`config.mk`:
```
export PLATFORM = sky130hd
export DESIGN_NAME = trace_ctl_regs
export DESIGN_NICKNAME = d
export VERILOG_FILES = /design/src/rtl/trace_ctl_pkg.sv /design/src/rtl/trace_ctl_decode.sv /design/src/rtl/trace_ctl_rmw_reg.sv /design/src/rtl/trace_ctl_regs.sv
export SDC_FILE = /design/constraint.sdc
export NUM_CORES = 1
export LEC_CHECK = 0
export ABC_AREA = 1
export BUFFER_PORTS_ARGS = -buffer_cell sky130_fd_sc_hd__buf_4
export CORE_UTILIZATION = 25
export CTS_CLUSTER_SIZE = 24
export DETAILED_ROUTE_END_ITERATION = 8
export GPL_TIMING_DRIVEN = 1
export PLACE_DENSITY = 0.57
export SKIP_LAST_GASP = 1
export SLEW_MARGIN = 25
export SYNTH_ARGS = -nofsm -noshare
export SYNTH_HDL_FRONTEND = slang
export SYNTH_SLANG_ARGS = --single-unit
```
`constraint.sdc`:
```
create_clock -name clk_i -period 3.4 [get_ports clk_i]
set_input_delay 0.68 -clock clk_i [delete_from_list [all_inputs] [get_ports clk_i]]
set_output_delay 0.68 -clock clk_i [all_outputs]
set_load 0.05 [all_outputs]
```
`src/rtl/trace_ctl_pkg.sv`:
```
package trace_ctl_pkg;
  localparam int unsigned XLEN = 64;
  localparam int unsigned AW   = 12;
  typedef enum logic [1:0] {SEL_NONE, SEL_MACH, SEL_SUPV, SEL_VSUP} sel_e;
  localparam logic [AW-1:0] ADDR_MACH = 12'h34E;
  localparam logic [AW-1:0] ADDR_SUPV = 12'h14E;
  localparam logic [AW-1:0] ADDR_VSUP = 12'h24E;
endpackage

```
`src/rtl/trace_ctl_decode.sv`:
```
module trace_ctl_decode
  import trace_ctl_pkg::*;
(
  input  logic          valid_i,
  input  logic [AW-1:0] addr_i,
  input  logic          virt_i,
  output sel_e          sel_o
);
  always_comb begin
    sel_o = SEL_NONE;
    if (valid_i) begin
      unique case (addr_i)
        ADDR_MACH: sel_o = SEL_MACH;
        ADDR_SUPV: sel_o = virt_i ? SEL_VSUP : SEL_SUPV;
        ADDR_VSUP: sel_o = SEL_VSUP;
        default:   sel_o = SEL_NONE;
      endcase
    end
  end
endmodule

```
`src/rtl/trace_ctl_rmw_reg.sv`:
```
module trace_ctl_rmw_reg #(
  parameter int unsigned W = 64
) (
  input  logic         clk_i,
  input  logic         rst_ni,
  input  logic         en_i,
  input  logic [W-1:0] legal_i,
  input  logic [W-1:0] wdata_i,
  input  logic [W-1:0] wmask_i,
  output logic [W-1:0] q_o
);
  logic [W-1:0] eff;
  assign eff = wmask_i & legal_i;

  for (genvar b = 0; b < W; b++) begin : g_bit
    always_ff @(posedge clk_i or negedge rst_ni) begin
      if (!rst_ni)                q_o[b] <= 1'b0;
      else if (en_i && eff[b])    q_o[b] <= wdata_i[b];
    end
  end
endmodule

```
`src/rtl/trace_ctl_regs.sv`:
```
module trace_ctl_regs
  import trace_ctl_pkg::*;
#(
  parameter logic [63:0] MACH_MASK = 64'h0000_0003_FFFF_F3FF,
  parameter logic [63:0] SUPV_MASK = 64'h0000_0003_FFFF_F007,
  parameter logic [63:0] VSUP_MASK = 64'h0000_0003_FFFF_F007
) (
  input  logic          clk_i,
  input  logic          rst_ni,
  input  logic          valid_i,
  input  logic [11:0]   addr_i,
  input  logic          virt_i,
  input  logic [63:0]   wdata_i,
  input  logic [63:0]   wmask_i,
  output logic [63:0]   rdata_o,
  output logic          hit_o
);
  sel_e        sel;
  logic [63:0] mach_q, vsup_q, legal, src;

  trace_ctl_decode u_dec (
    .valid_i(valid_i), .addr_i(addr_i), .virt_i(virt_i), .sel_o(sel)
  );

  always_comb begin
    unique case (sel)
      SEL_MACH: begin legal = MACH_MASK; src = mach_q; end
      SEL_SUPV: begin legal = SUPV_MASK; src = mach_q; end
      SEL_VSUP: begin legal = VSUP_MASK; src = vsup_q; end
      default:  begin legal = '0;        src = '0;     end
    endcase
  end

  trace_ctl_rmw_reg #(.W(XLEN)) u_mach (
    .clk_i(clk_i), .rst_ni(rst_ni),
    .en_i(sel == SEL_MACH || sel == SEL_SUPV),
    .legal_i(legal), .wdata_i(wdata_i), .wmask_i(wmask_i), .q_o(mach_q)
  );

  trace_ctl_rmw_reg #(.W(XLEN)) u_vsup (
    .clk_i(clk_i), .rst_ni(rst_ni),
    .en_i(sel == SEL_VSUP),
    .legal_i(legal), .wdata_i(wdata_i), .wmask_i(wmask_i), .q_o(vsup_q)
  );

  assign rdata_o = src & legal;
  assign hit_o   = (sel != SEL_NONE);
endmodule


```
=== Yosys cells after proc, flatten, opt, wreduce, memory -nomap -nowiden ===
Cells that the tools add are included.

* Eq/ne operators: 6
* Multiplexer cells: 5
* Bitwise gates (word level): 2
* Reductions and logical operators: 132

{| class="wikitable"
|+ Operators by type and width
! cell !! number
|-
| $logic_and 1x1->1 || 128
|-
| $pmux 64 s2 || 1
|-
| $pmux 34 s2 || 1
|-
| $and 64x34->64 || 1
|-
| $and 64x64->64 || 1
|-
| $eq 12x10->1 const B || 2
|-
| $eq 12x9->1 const B || 1
|-
| $pmux 2 s3 || 1
|-
| $eq 2x2->1 const B || 2
|-
| $reduce_or 2->1 || 2
|-
| $eq 2x1->1 const B || 1
|-
| $mux 2 || 1
|-
| $reduce_bool 2->1 || 1
|-
| $logic_or 1x1->1 || 1
|-
| $mux 1 || 1
|}

* Flip-flop bits (word level): 128
* Input bits: 144
* Output and inout bits: 65
* Word-level logic and storage cells: 273

=== Longest topological paths before layout ===
* Word-level depth: 8
* Mapped depth: 14
* Depth with buffers taken out: 12

=== Modules after synthesis ===
A second synthesis with hierarchy kept.

* Cell total of the unflattened synthesis: 835
* Area, all modules: 6740.2 um^2

{| class="wikitable"
|+ Modules (own cells, without submodules)
! module !! times used !! cells an instance !! area each (um^2) !! sequential area each (um^2)
|-
| trace_ctl_rmw_reg || 2 || 334 || 2930.3 || 1601.5
|-
| trace_ctl_regs || 1 || 147 || 797.0 || 0.0
|-
| trace_ctl_decode || 1 || 20 || 82.6 || 0.0
|}

=== Least setup slack after synthesis ===
Ideal clock, no wire load.

* Path kind: input to output
* Start point: in addr_i[5]
* End point: out rdata_o[13]
* Arrival: 3.115 ns
* Required time: 2.720 ns
* Slack: -0.395 ns
* Cell stages on the path: 14
* Path buffers: 3
* Cell sequence: nor2_2 > nand3_1 > nor2_2 > o21ai_4 > nor2_8 > buf_2 > inv_1 > ha_1 > inv_1 > nor2_4 > buf_4 > clkbuf_1 > nand2_1 > o21ai_1

* Word-level cells in the longest chain between the ends: 7
* Elaborated cells between the ends (all ways): 13
* Classes of those cells: eq/ne: 6; mux: 4; bitwise: 1; reduce/logical: 2

{| class="wikitable"
|+ RTL lines
! element !! RTL line !! source
|-
| from (decl) || trace_ctl_regs.sv:11 || <nowiki>input logic [11:0] addr_i,</nowiki>
|-
| $eq 12x10->1 or $eq 12x9->1 (tied branches) || trace_ctl_decode.sv:12 || <nowiki>unique case (addr_i)</nowiki>
|-
| $pmux 2 s3 * || trace_ctl_decode.sv:12 ||
|-
| $mux 2 * || trace_ctl_decode.sv:11 || <nowiki>if (valid_i) begin</nowiki>
|-
| $eq 2x1->1 or $eq 2x2->1 (tied branches) || trace_ctl_regs.sv:26 || <nowiki>unique case (sel)</nowiki>
|-
| $reduce_or 2->1 (no line) || n/a ||
|-
| $pmux 64 s2 or $pmux 34 s2 (tied branches) || trace_ctl_regs.sv:26 ||
|-
| $and 64x64->64 * || trace_ctl_regs.sv:46 || <nowiki>assign rdata_o = src & legal;</nowiki>
|-
| to (decl) || trace_ctl_regs.sv:15 || <nowiki>output logic [63:0] rdata_o,</nowiki>
|}

Every way passes the cells marked *; elsewhere a longest branch is shown, timed or not.

=== Worst setup path in the final report ===
* Start point: in addr_i[5]
* End point: out rdata_o[23]

Same word-level chain as after synthesis.

==> results.md <==
* Mean area per synthesized cell at 7.94 µm²
* Mapped Cells at ~460
* MaxCap Viol Count at 0
* Final Hold Fails at 0
* WP data required at 2.72 ns
* Clk_skew at 0 ns
* Critical Path, Cell by Cell: buf_4 -> nor2_2 -> nand3_1 -> nor2_2 -> nand2_1 -> nand2_2 -> nand2_1 -> ha_1 -> inv_2 -> nor2_4 -> buf_12 -> nand2_1 -> o21ai_4 -> buf_4
* Core ar. at 14100 µm²
* CTS tree: done
* Setup TNS at 0 ns
* Tcrit/Tclk final at 95.4%
* TritonCTS sink count at 64
* Highest ir drop seen on vdd at about 0.17 mV
* # DRC at 0
* Synth cell types at 27
* Clock Latency Late Sink at 0.34 ns
* Die Area at 15200 µm²
* CTS buffer count at 9
* Setup violators final at 0
* RSZ-0062 raised after global routing: yes
* Post-DP HPWL at 6710 µm
* Post-CTS Setup Inserts at 0
* Via density per instance at 4.41
* Synth warn at 0
* Clock Tree Root: clkbuf_16
* Gp weighted congestion at 0.798
* Final instance area at 5160 µm²
* Post-synth top area share at a little over two fifths
* Dpl ws at 0.127 ns
* Port Buf Inserts at 112
* Worst Max-Slew Pin Slew at 0.832 ns
* CP arrival at around 2.6 ns
* Top Ports at 209
* Critical path's top delay family: simple AND/OR/NAND/NOR gates
* Area Growth Syn to Fin at 40.3%
* First-pass GRT wire length at 16000 µm
* Longest Clk Path Bufs at 2
* GR Util All Layers at 13.8%
* Worst path setup slack after routing at about 0.15 ns
* Synth Register Bits at 64
* Static leakage power at 0.00252 µW
* Antenna violation net count after detailed routing at 0
* Die H at 123 µm
* Number of nets in the layout at 713
* Vias in the first global route at about 3500
* Drt initial violations at 168
* Area after DPL at 4850 µm²
* Status: finished, final reports clean
* Initial Util at 26.1%
* Kind of critical path: in2out
* Max FO, Critical Path at 26
* Final Critical Period at 3.25 ns
* CP Launch Type: primary input
* Bufs and invs on worst path at 4
* Worst-path clk slew at 0.06 ns
* Pwr per Cell Area at 363 nW/µm²
* Routed WL at roughly 9700 µm
* Share of cells above drive strength 1 at 33.9%
* Drt pass-1 iters at 4
* Die width at 123 µm
* Netlist Area Pre-Place at 3670 µm²
* Worst hold path type: reg2reg
* Row count at 43
* Ant. Diodes at 0
* Htree depth at 3
* Slew HR at roughly 45%
* FMAX at 308 MHz
* Largest net degree at the start of global routing at 65
* Routed len/inst at ~13 µm
* Synth area leaders: dfrtp_1 44%, nand2_1 13%, buf_4 7.4%
* Final Slew Violations at 0
* Vias at 3324
* Slowest stage delay, CP at about 0.32 ns
* Seq/Total Area, Yosys at a little over two fifths
* Setup crit end kind: output pin
* Critical-path top delay cell: ha_1
* Synth area leader: dfrtp_1
* Most frequent CP cell: nand2_1
* Grt total ovfl at 0
* Antenna violations before repair at 0
report_power, final:
group          switching [µW]  total [µW]  internal [µW]
registers             0.00259         762            762
logic                     130         193           62.9
clock network             351         916            565
cells in the mapped netlist (all sizes together):
master    n
nand3    22
o21ai    57
clkbuf   13
nand4    29
inv      49
ha        1
nand2   131
mux2     19
clkinv    1
a21oi     7
nor2     16
conb      1
o21bai    7
buf      46
dfrtp    64
area by class of cell:
type | count | area [µm²]
clock inverter | 7 | 72.6
sequential | 64 | 1600
multi-input combinational | 321 | 1870
fill | 1436 | 8940
clock buffer | 9 | 225
timing repair buffer | 122 | 977
inverter | 50 | 188
tap | 180 | 225
cell families after synthesis:
logic type               synth area share, %
AO/OA/AOI/OAI                           10.5
adder cells (fa/ha/maj)                0.340
other                                  0.102
flip-flops                              43.6
buffers and inverters                   15.5
AND/OR/NAND/NOR                         24.2
multiplexers                            5.82
sequential cells by signal (all words and copies together), names as in the netlist:
signal,flops
u_mach.q_o,32
u_vsup.q_o,32
path summary, 6_finish.rpt:
check                          startpoint        endpoint  slack (ns)  cells past startpoint
max                             addr_i[5]     rdata_o[23]        0.15                     14
min                         u_vsup.q_o[5]   u_vsup.q_o[5]        0.38                      0
max reg2reg                u_mach.q_o[27]  u_mach.q_o[27]        2.62                      1
min reg2reg                 u_vsup.q_o[5]   u_vsup.q_o[5]        0.38                      0
max in group asynchronous          rst_ni  u_mach.q_o[25]        2.41                      1
min in group asynchronous          rst_ni   u_mach.q_o[4]        0.44                      1
per-stage QoR:
| stage | cells | total power [µW] | hold WS, ns | utilization (%) |
|---|---|---|---|---|
| after floorplan | 494 | 898 | 0.384 | - |
| after global placement | 737 | 966 | 0.367 | 34.4 |
| after detailed placement | 737 | 969 | 0.367 | 34.4 |
| after CTS | 753 | 1900 | 0.382 | 36.5 |
| after global routing | 753 | 1950 | 0.395 | 36.6 |
| final | 753 | 1870 | 0.376 | 36.6 |
per-layer routing:
layer / vias up / wire, µm / GRT usage, %
met4: 0 / 139 / 4.97
met5: - / 0 / 0
met2: 108 / 4550 / 23.3
met3: 12 / 721 / 4.75
li1: 1643 / - / -
met1: 1561 / 4300 / 16.0
what timing repair did:
item,in CTS,in global routing
gates resized for setup,0,3
hold buffers,0,0
setup endpoints to repair,0,5
endpoints found under the hold margin,0,0
cell usage in the layout (no fill, tap or decap), types with 2 or more instances in the layout:
cell,netlist,routed
a21oi_1,7,4
nand4_1,29,29
clkbuf_16,0,9
mux2_1,2,2
o21ai_0,10,10
buf_6,2,3
clkinvlp_4,0,5
conb_1,1,32
nand2_1,129,129
nor2_2,3,3
inv_2,1,2
o21ai_1,46,21
o21ai_2,0,6
buf_4,36,115
nand3_1,21,21
o21bai_1,7,7
a21oi_2,0,3
buf_12,0,4
dfrtp_1,64,64
inv_1,48,47
mux2_2,17,17
o21ai_4,1,20
nor2_1,11,11
(Power assumes the default switching activity.)
